File: config.mk
export PLATFORM = sky130hd
export DESIGN_NAME = strobed_out_port
export DESIGN_NICKNAME = d
export VERILOG_FILES = /design/src/rtl/spo_pkg.sv /design/src/rtl/spo_sync.sv /design/src/rtl/spo_edge.sv /design/src/rtl/strobed_out_port.sv
export SDC_FILE = /design/constraint.sdc
export NUM_CORES = 1
export LEC_CHECK = 0
export ABC_AREA = 1
export BUFFER_PORTS_ARGS = -buffer_cell sky130_fd_sc_hd__buf_4
export CORE_AREA = 2 2 39 41
export DETAILED_ROUTE_END_ITERATION = 6
export DIE_AREA = 0 0 41 43
export GPL_TIMING_DRIVEN = 0
export MAX_ROUTING_LAYER = met4
export PLACE_DENSITY = 0.79
export REMOVE_ABC_BUFFERS = 1
export SLEW_MARGIN = 5
export SYNTH_ARGS = -nofsm -noshare
export SYNTH_HDL_FRONTEND = slang
export SYNTH_SLANG_ARGS = --single-unit
export TNS_END_PERCENT = 20
File: constraint.sdc
create_clock -name clk -period 1.4 [get_ports clk]
set_input_delay 0.28 -clock clk [delete_from_list [all_inputs] [get_ports clk]]
set_output_delay 0.28 -clock clk [all_outputs]
set_load 0.01 [all_outputs]
File: src/rtl/spo_pkg.sv
package spo_pkg;

    // Result of edge detection on one synchronized line
    typedef struct packed {
        logic rise;
        logic fall;
    } edge_t;

    // Line positions in the synchronized input bundle
    localparam int unsigned LINE_WR  = 0;
    localparam int unsigned LINE_ACK = 1;
    localparam int unsigned N_LINES  = 2;

endpackage

File: src/rtl/spo_sync.sv
module spo_sync #(
    parameter int unsigned WIDTH   = 2,
    parameter int unsigned STAGES  = 2,
    parameter logic [WIDTH-1:0] RST_VAL = '1
) (
    input  logic             clk,
    input  logic             rst_n,
    input  logic [WIDTH-1:0] async_i,
    output logic [WIDTH-1:0] sync_o
);

    logic [STAGES-1:0][WIDTH-1:0] stg_d, stg_q;

    always_comb begin
        stg_d[0] = async_i;
        for (int s = 1; s < STAGES; s++) begin
            stg_d[s] = stg_q[s-1];
        end
    end

    always_ff @(posedge clk or negedge rst_n) begin
        if (!rst_n) begin
            for (int s = 0; s < STAGES; s++) begin
                stg_q[s] <= RST_VAL;
            end
        end else begin
            stg_q <= stg_d;
        end
    end

    assign sync_o = stg_q[STAGES-1];

endmodule

File: src/rtl/spo_edge.sv
module spo_edge
    import spo_pkg::*;
#(
    parameter int unsigned WIDTH = 2,
    parameter logic [WIDTH-1:0] RST_VAL = '1
) (
    input  logic              clk,
    input  logic              rst_n,
    input  logic [WIDTH-1:0]  lvl_i,
    output edge_t [WIDTH-1:0] edge_o
);

    logic [WIDTH-1:0] prev_d, prev_q;

    always_comb begin
        prev_d = lvl_i;
    end

    always_ff @(posedge clk or negedge rst_n) begin
        if (!rst_n) begin
            prev_q <= RST_VAL;
        end else begin
            prev_q <= prev_d;
        end
    end

    for (genvar i = 0; i < WIDTH; i++) begin : g_line
        assign edge_o[i].rise =  lvl_i[i] & ~prev_q[i];
        assign edge_o[i].fall = ~lvl_i[i] &  prev_q[i];
    end

endmodule

File: src/rtl/strobed_out_port.sv
module strobed_out_port
    import spo_pkg::*;
#(
    parameter int unsigned DATA_W      = 8,
    parameter int unsigned SYNC_STAGES = 2
) (
    input  logic              clk,
    input  logic              rst_n,
    input  logic              wr_n_i,
    input  logic [DATA_W-1:0] wr_data_i,
    input  logic              ack_n_i,
    input  logic              int_en_i,
    output logic [DATA_W-1:0] port_out_o,
    output logic              buf_full_n_o,
    output logic              irq_o
);

    localparam logic [N_LINES-1:0] IDLE_LINES = '1;

    typedef struct packed {
        logic [DATA_W-1:0] dout;
        logic              full_n;
        logic              req;
    } state_t;

    state_t state_d, state_q;

    logic [N_LINES-1:0]  raw_lines;
    logic [N_LINES-1:0]  sync_lines;
    edge_t [N_LINES-1:0] line_edge;
    logic wr_rise, ack_fall, ack_rise;

    assign raw_lines[LINE_WR]  = wr_n_i;
    assign raw_lines[LINE_ACK] = ack_n_i;

    spo_sync #(
        .WIDTH   (N_LINES),
        .STAGES  (SYNC_STAGES),
        .RST_VAL (IDLE_LINES)
    ) i_sync (
        .clk     (clk),
        .rst_n   (rst_n),
        .async_i (raw_lines),
        .sync_o  (sync_lines)
    );

    spo_edge #(
        .WIDTH   (N_LINES),
        .RST_VAL (IDLE_LINES)
    ) i_edge (
        .clk    (clk),
        .rst_n  (rst_n),
        .lvl_i  (sync_lines),
        .edge_o (line_edge)
    );

    assign wr_rise  = line_edge[LINE_WR].rise;
    assign ack_fall = line_edge[LINE_ACK].fall;
    assign ack_rise = line_edge[LINE_ACK].rise;

    // Next state: acknowledge edges first, write release last so it wins
    always_comb begin
        state_d = state_q;
        if (ack_fall) begin
            state_d.full_n = 1'b1;
        end
        if (ack_rise && int_en_i) begin
            state_d.req = 1'b1;
        end
        if (!int_en_i) begin
            state_d.req = 1'b0;
        end
        if (wr_rise) begin
            state_d.dout   = wr_data_i;
            state_d.full_n = 1'b0;
            state_d.req    = 1'b0;
        end
    end

    always_ff @(posedge clk or negedge rst_n) begin
        if (!rst_n) begin
            state_q.dout   <= '0;
            state_q.full_n <= 1'b1;
            state_q.req    <= 1'b0;
        end else begin
            state_q <= state_d;
        end
    end

    assign port_out_o   = state_q.dout;
    assign buf_full_n_o = state_q.full_n;
    assign irq_o        = state_q.req & int_en_i;

    // ---------------- assertions ----------------
    p_write_latch_r2: assert property (@(posedge clk) disable iff (!rst_n)
        wr_rise |=> (!buf_full_n_o && port_out_o == $past(wr_data_i)));

    p_write_clears_irq_r3: assert property (@(posedge clk) disable iff (!rst_n)
        wr_rise |=> !state_q.req);

    p_ack_fall_frees_r4: assert property (@(posedge clk) disable iff (!rst_n)
        (ack_fall && !wr_rise) |=> buf_full_n_o);

    p_out_only_on_write_r4: assert property (@(posedge clk) disable iff (!rst_n)
        !wr_rise |=> $stable(port_out_o));

    p_ack_rise_irq_r5: assert property (@(posedge clk) disable iff (!rst_n)
        (ack_rise && int_en_i && !wr_rise) |=> state_q.req);

    p_flag_edge_only_r6: assert property (@(posedge clk) disable iff (!rst_n)
        (!wr_rise && !ack_fall) |=> $stable(buf_full_n_o));

    p_irq_masked_r7: assert property (@(posedge clk) disable iff (!rst_n)
        !int_en_i |-> !irq_o);

    p_write_priority_r9: assert property (@(posedge clk) disable iff (!rst_n)
        (wr_rise && ack_fall) |=> !buf_full_n_o);

endmodule

# Word-level counts from Yosys, hierarchy flattened
# Index checks and enable logic that the tools add are counted.
[totals]
register_bits = 16
input_bits = 13
output_inout_bits = 10
word_cells = 20
[classes]
n_eq_ne = 1
n_mux = 4
bitwise_logic = 7
reduce_logical = 2
[op_table]
columns = ["op", "n"]
rows = [
  ["$and A1 B1 Y1", 4],
  ["$mux W1", 3],
  ["$ne A3 B1 Y1 const B", 1],
  ["$not A1 Y1", 3],
  ["$mux W2", 1],
  ["$reduce_bool A2 Y1", 1],
  ["$logic_and A1 B1 Y1", 1],
]

# Logic depth before layout (Yosys ltp)
# Gate-level depths: netlist (run 1).
[depth]
word_depth = 6
ltp_mapped = 5
depth_no_buf = 5

# Cells and area by module
# Synthesis (run 1) repeated with hierarchy kept, for this count alone.
[hier_totals]
hier_cells = 65
hier_area_um2 = 643.1
[by_module_without_submodules]
columns = ["module", "instances", "cells_each", "area_each_um2", "seq_area_each_um2"]
rows = [
  ["strobed_out_port", 1, 51, 455.4, 251.5],
  ["spo_sync", 1, 4, 105.1, 105.1],
  ["spo_edge", 1, 10, 82.6, 52.6],
]

# Worst setup path before layout (run 1)
# Ideal clock, no wire load.
[synth_timing]
path_kind = "reg-to-reg"
startpoint = "reg i_edge.prev_q[0]"
endpoint = "reg state_q, in the netlist port_out_o[0]"
setup_ps = 116
arrival_time_ps = 785
t_required_ps = 1284
slack_ps = 499
stages_incl_launch_ff = 6
path_buffers = 0
period_less_slack_ps = 901
cell_sequence = "dfstp_2 > inv_2 > nand2_4 > inv_6 > nand2_1 > nand2_1"
[synth_between]
elab_chain_cells = 2
[synth_rtl]
columns = ["item", "line_no", "text"]
rows = [
  ["from (decl)", "spo_edge.sv:13", "logic [WIDTH-1:0] prev_d, prev_q;"],
  ["from (signal assigned)", "spo_edge.sv:23", "prev_q <= prev_d;"],
  ["$not A1 Y1", "spo_edge.sv:28", "assign edge_o[i].rise = lvl_i[i] & ~prev_q[i];"],
  ["$and A1 B1 Y1", "spo_edge.sv:28", ""],
  ["to (signal assigned)", "strobed_out_port.sv:86", "state_q <= state_d;"],
  ["to (decl)", "strobed_out_port.sv:26", "state_t state_d, state_q;"],
]
# No other way between the ends.
# A chain may end at the register's enable or synchronous reset.

# Worst setup path after layout (run 1)
[layout_timing]
startpoint = "reg state_q, in the netlist buf_full_n_o"
endpoint = "out buf_full_n_o"
[layout_rtl]
columns = ["item", "line_no", "text"]
rows = [
  ["to (decl)", "strobed_out_port.sv:14", "output logic buf_full_n_o,"],
]
# No word-level cell between the ends.

==> reports/qor.yml, run 1 <==
global_route:
  grt_use_total_pct: 14.21
  grt_start_max_net_pins: 17
  grt_pass1_wl_um: 1559
  grt_pass1_vias: 359
  overflow: 0
  antenna_found_initial: 0
cells_and_area:
  nets: 93
  final_area_um2: 785.8
  multi_input_area_um2: 131.4
  area_growth_pct: 25.85
  drive_gt1_share_pct: 46.84
  fill_cells: 139
  n_antenna_cell: 0
  register_area_um2: 409.1
routing:
  ant_nets: 0
  wl_um: 962
  drtIter0Drc: 9
  drc: 0
  routedWlPerCell_um: 10.13
  drtPass1Iterations: 4
  vias: 415
  viasPerCell: 4.368
yosys:
  synth.distinct_cells: 12
  synth_edf_count: 0
  syn_avg_cell_area_um2: 10.41
  ys_seq_elements: 16
  synth_area_leader_cell: "dfrtp_1"
  yosysWarnings: 0
  synthArstFlopShare_pct: 100.0
  syn_area_um2: 624.3
  synth_top_area_share_pct: 36.07
  synth_top_cells_by_area: "dfrtp_1, dfstp_2, nand2_1, buf_4, inv_1"
  syn_inst: 60
  synth_most_common_cell: "nand2_1"
  yosys_most_used_dff: "dfrtp_1"
  synth-seq-area-share_pct: 65.53
  synth.cells.most_frequent: "nand2_1, dfrtp_1, buf_4"
power:
  switchingPower_uw: 225.7
  p_comb_share_pct: 16.6
  p_int_uw: 707.9
  ir_worst_vdd_mv: 0.5049
  swShare_pct: 24.18
  p_seq_share_pct: 57.6
  powerDensity_nw_per_um2: 1188
  clkPwrFrac_pct: 25.8
  leakage_nw: 0.4284
clock_network:
  cts_buffers: 3
  cts.sinks: 16
  htree_levels: 1
  clock_insertion_delay_worst_skew_ns: 0.28
  clk_path_buf_depth: 2
  cts-root-buf: "clkbuf_4"
  clkTransAtPathRegs_ns: 0.09
  cts_tree: "built"
  cts_resized: 0
floorplanning:
  dieArea_um2: 1763
  io_pins: 23
  die_w_um: 41
  coreArea_um2: 1384
  start_util_pct: 45.12
  die_h_um: 43
  row_count: 14
sta:
  slew_violations: 0
  finalHoldViolations: 0
  finClkSkew_ns: 0.006425
  maxSlewHeadroom_pct: 86.92
  rsz0062_at_grt: "false"
  setup_viol: 0
  fmax_mhz: 825.5
  finalSetupTns_ns: 0
  final.min_clock_period_ns: 1.211
  fin_crit_sh_pct: 86.53
  tightest_slew_ns: 0.1961
placement:
  dpl.hpwl_um: 711.2
  dpl_cell_area_um2: 749.5
  portBuffers: 22
  gp_congestion: 0.5827
critical_path:
  crit_fanout: 2
  critPathTopFamily: "flip-flops"
  start_kind: "flip-flop"
  crit_chain: "buf_4"
  endpoint_kind: "output pin"
  crit_arrival_ns: 0.93
  crit_type: "reg2out"
  critPathMaxStageDelay_ns: 0.54
  crit_buf_inv: 1
  crit_required_ns: 1.12
  slowest_stage: "dfstp_2"
run:
  cap_viol_max_count: 0
run_status:
  status: "finished, final reports clean"
hold_path:
  hp-class: "in2reg"
## metal layers
metal / vias to the layer above / routed length [µm] / track usage (%)
met1: 187 / 419 / 18.09
met3: 2 / 87 / 4.712
met5: - / 0 / -
li1: 209 / - / -
met2: 17 / 446 / 18.44
met4: 0 / 8 / 10.00
## metrics by stage
stage	worst slack, ns	power (mW)	hold WS [ns]	instances	utilization, %
floorplan	0.4988	0.6040	-0.01559	52	-
global placement	0.4427	0.6961	0.1416	90	54.16
detailed placement	0.4214	0.7026	0.1463	90	54.16
CTS	0.1699	0.9490	0.09896	95	56.78
global route	0.1458	0.9934	0.08408	95	56.78
finish	0.1886	0.9336	0.1086	95	56.78
## power groups by stage
| stage | registers (mW) | clock network (mW) | logic, mW |
|---|---|---|---|
| final | 0.538 | 0.241 | 0.155 |
| after global routing | 0.544 | 0.276 | 0.174 |
| after CTS | 0.538 | 0.252 | 0.159 |
| after detailed placement | 0.546 | 0 | 0.156 |
| after global placement | 0.544 | 0 | 0.152 |
| after floorplan | 0.560 | 0 | 0.0441 |
## layout by cell type (no fill, tap or decap)
master,instances
nand2_4,1
dfrtp_1,9
dlygate4sd3_1,1
buf_4,22
clkbuf_1,1
nand2_1,25
clkbuf_4,3
inv_2,1
nor2_2,1
nand2_2,1
inv_6,1
a21oi_1,2
inv_1,3
dfstp_2,7
nor2_1,1
## timing repair
action,4_1_cts,5_1_grt
setup buffers,0,0
hold buffers,1,0
endpoints found under the setup margin,0,0
endpoints found under the hold margin,9,0
## state kept, by name, indices dropped and copies added (netlist names)
register       count
port_out_o         8
i_sync.stg_d       2
state_q            1
i_edge.prev_q      2
buf_full_n_o       1
i_sync.sync_o      2
## final cells by class
cell class / instances / share of cell area [%]
clock buffers: 4 / 3.344
inverters: 5 / 3.025
multi-input cells: 31 / 16.72
flip-flops and latches: 16 / 52.07
well taps: 16 / 2.548
repair buffers: 23 / 22.29
## path summary, 6_finish.rpt
check	startpoint	to	slack [ns]	depth (start not counted)
worst max register to register	i_edge.prev_q[0]	port_out_o[6]	0.42	5
min in group asynchronous	rst_n	port_out_o[3]	0.38	2
worst min register to register	i_sync.stg_d[2]	i_sync.sync_o[0]	0.36	0
max in group asynchronous	rst_n	i_edge.prev_q[1]	0.77	2
worst max-delay path	buf_full_n_o	buf_full_n_o	0.19	1
worst min-delay path	ack_n_i	i_sync.stg_d[3]	0.11	1
## cells by family after synthesis
logic type,synth area share (%)
AO/OA/AOI/OAI,1.603
buffers and inverters,13.43
AND/OR/NAND/NOR,19.44
flip-flops,65.53
(Power assumes the default switching activity.)
==> run 2: changes to the inputs <==
--- a/config.mk
+++ b/config.mk
@@ -7,15 +7,15 @@
 export LEC_CHECK = 0
 export ABC_AREA = 1
 export BUFFER_PORTS_ARGS = -buffer_cell sky130_fd_sc_hd__buf_4
-export CORE_AREA = 2 2 39 41
+export CORE_MARGIN = 2
+export CORE_UTILIZATION = 45
 export DETAILED_ROUTE_END_ITERATION = 6
-export DIE_AREA = 0 0 41 43
 export GPL_TIMING_DRIVEN = 0
 export MAX_ROUTING_LAYER = met4
-export PLACE_DENSITY = 0.79
+export PLACE_DENSITY = 0.77
 export REMOVE_ABC_BUFFERS = 1
 export SLEW_MARGIN = 5
 export SYNTH_ARGS = -nofsm -noshare
 export SYNTH_HDL_FRONTEND = slang
 export SYNTH_SLANG_ARGS = --single-unit
-export TNS_END_PERCENT = 20
+export TNS_END_PERCENT = 50
==> constraint.sdc (replaced) <==
create_clock -name clk -period 1.25 [get_ports clk]
set_input_delay 0.25 -clock clk [delete_from_list [all_inputs] [get_ports clk]]
set_output_delay 0.25 -clock clk [all_outputs]
set_load 0.01 [all_outputs]
==> run 2 against run 1 <==
Combinational power rose by 13%. Core utilization rose by 3.5 points. Clock power rose by 10%. Flip-flop and latch count did not move. Non-clock buffer count did not move. Critical path depth did not move. First-iteration DRC count fell by 44%. Cell count fell by 1.1%. Sequential share of layout area rose by 0.083 points. Design area fell by 0.16%. Count of clock-buffer cells in the layout did not move. Total power rose by 12%. Critical path type unchanged. Critical endpoint unchanged.
==> reports/qor.yml, run 2 (synthesized netlist as in run 1, its figures left out) <==
run_status:
  status: "finished, final reports clean"
critical_path:
  startpoint: "buf_full_n_o"
  crit_arrival_ns: 0.91  # -0.02 ns
  crit_buf_inv: 1  # unchanged
  r2r_slack_ns: 0.26  # -0.16 ns
  slowest_stage: "dfstp_2"
  endpoint_kind: "output pin"
  endpoint: "buf_full_n_o"
  cp.depth: 1  # unchanged
  r2r_end: "port_out_o[4]"
  critPathMaxStageDelay_ns: 0.53  # about the same
  crit_chain: "buf_4"
  r2r_cells: 5  # unchanged
  r2r-start: "i_edge.prev_q[0]"
  crit_fanout: 2  # unchanged
  crit_required_ns: 1.00  # -0.12 ns
  start_kind: "flip-flop"
  crit_type: "reg2out"
  critPathTopFamily: "flip-flops"
power:
  powerDensity_nw_per_um2: 1329  # +12%
  ir_worst_vdd_mv: 0.8526  # +69%
  power_mw: 1.043  # +12%
  leakage_nw: 0.4284  # unchanged
routing:
  vias: 416  # +0.24%
  viasPerCell: 4.426  # +1.3%
  drtIter0Drc: 5  # -4
  drtPass1Iterations: 4  # unchanged
  drc: 0  # unchanged
  routedWlPerCell_um: 10.32  # +1.9%
  wl_um: 970  # +0.83%
  ant_nets: 0  # unchanged
sta:
  fin_ws_ns: 0.08984  # -0.09875 ns
  fmax_mhz: 862.0
  finClkSkew_ns: 0.006746  # +0.0003210 ns
  finalHoldViolations: 0  # unchanged
  maxSlewHeadroom_pct: 86.87  # about the same
  tightest_slew_ns: 0.1969  # +0.0007404 ns
  final.min_clock_period_ns: 1.160
  fin_crit_sh_pct: 92.81
  finalSetupTns_ns: 0  # unchanged
  whs_ns: 0.07457  # -0.03401 ns
  rsz0062_at_grt: "false"
  slew_violations: 0  # unchanged
  setup_viol: 0  # unchanged
floorplanning:
  coreArea_um2: 1301  # -6.0%
  die_w_um: 41.25  # +0.61%
  die_h_um: 41.25  # -4.1%
  io_pins: 23  # unchanged
  start_util_pct: 47.98  # +2.9 points
  dieArea_um2: 1702  # -3.5%
  row_count: 13  # -1
placement:
  dp_cells: 89  # -1.1%
  dpl.hpwl_um: 726.8  # +2.2%
  dpl_cell_area_um2: 748.2  # -0.17%
  portBuffers: 22  # unchanged
  gp_congestion: 0.6126  # +5.1%
  place_ws_ns: 0.2653  # -0.1561 ns
global_route:
  grt_use_total_pct: 13.62  # -0.59 points
  antenna_found_initial: 0  # unchanged
  grt_pass1_wl_um: 1414  # -9.3%
  grt_pass1_vias: 347  # -3.3%
  grt_start_max_net_pins: 17  # unchanged
  overflow: 0  # unchanged
cells_and_area:
  final_common_cell: "nand2_1"
  drive_gt1_share_pct: 46.84  # unchanged
  largest_reg_flops: 8  # unchanged
  fill_cells: 112  # -19%
  area_growth_pct: 25.65
  final_area_um2: 784.5  # -0.16%
  postLayoutCoreUtil_pct: 60.29  # +3.5 points
  n_antenna_cell: 0  # unchanged
  final_cell_mix: "nand2_1, buf_4, dfrtp_1"
  nets: 93  # unchanged
  stdcell_count: 94  # -1.1%
clock_network:
  cts-root-buf: "clkbuf_4"
  cts_resized: 0  # unchanged
  ctsHoldBuffers: 1  # unchanged
  cts_tree: "built"
  postCtsSetupRepairBufs: 0  # unchanged
  cts_buffers: 3  # unchanged
  clock_insertion_delay_worst_skew_ns: 0.27  # about the same
  clk_path_buf_depth: 2  # unchanged
  clkTransAtPathRegs_ns: 0.09  # about the same
  htree_levels: 1  # unchanged
  cts.sinks: 16  # unchanged
hold_path:
  hp-class: "in2reg"
run:
  cap_viol_max_count: 0  # unchanged
-- run 2: cell counts in the layout (fill, tap and decap cells not counted) --
No cell type changed its count.
-- run 2: layer usage --
metal / part of all wire, % / track usage [%] / vias to the layer above
met4: 0 / 7.258 / 0
met2: 48 / 18.75 / 13
met3: 6.5 / 3.261 / 0
met1: 45 / 18.40 / 193
li1: - / - / 210
met5: 0 / - / -
-- run 2: worst min path at each step --
stage,from,cells past startpoint,slack [ns],end
2_1_floorplan,rst_n,0,-0.05,port_out_o[0]
3_3_place_gp,rst_n,1,0.11,port_out_o[0]
3_5_place_dp,rst_n,1,0.12,port_out_o[6]
4_1_cts,wr_n_i,1,0.06,i_sync.stg_d[2]
5_1_grt,wr_n_i,1,0.06,i_sync.stg_d[2]
6_report,wr_n_i,1,0.07,i_sync.stg_d[2]
-- run 2: final cells by class --
cell class | count | area [µm²] | share of cell area [%]
flip-flops and latches | 16 | 409.1 | 52.15
repair buffers | 23 | 175.2 | 22.33
inverters | 5 | 23.77 | 3.030
clock buffers | 4 | 26.28 | 3.349
well taps | 15 | 18.77 | 2.392
multi-input cells | 31 | 131.4 | 16.75
-- run 2: where the power goes --
part	switching (mW)	internal, mW	leakage [nW]
logic	0.0819	0.0930	0.228
clock network	0.142	0.123	0.0150
registers	0.0265	0.576	0.185
total	0.250	0.793	0.428
-- run 2: worst register-to-register path, cell delays in order (launching register included) --
cell,delay (ns)
dfstp_2,0.53
inv_2,0.04
nand2_4,0.13
inv_6,0.07
nand2_1,0.06
nand2_1,0.05
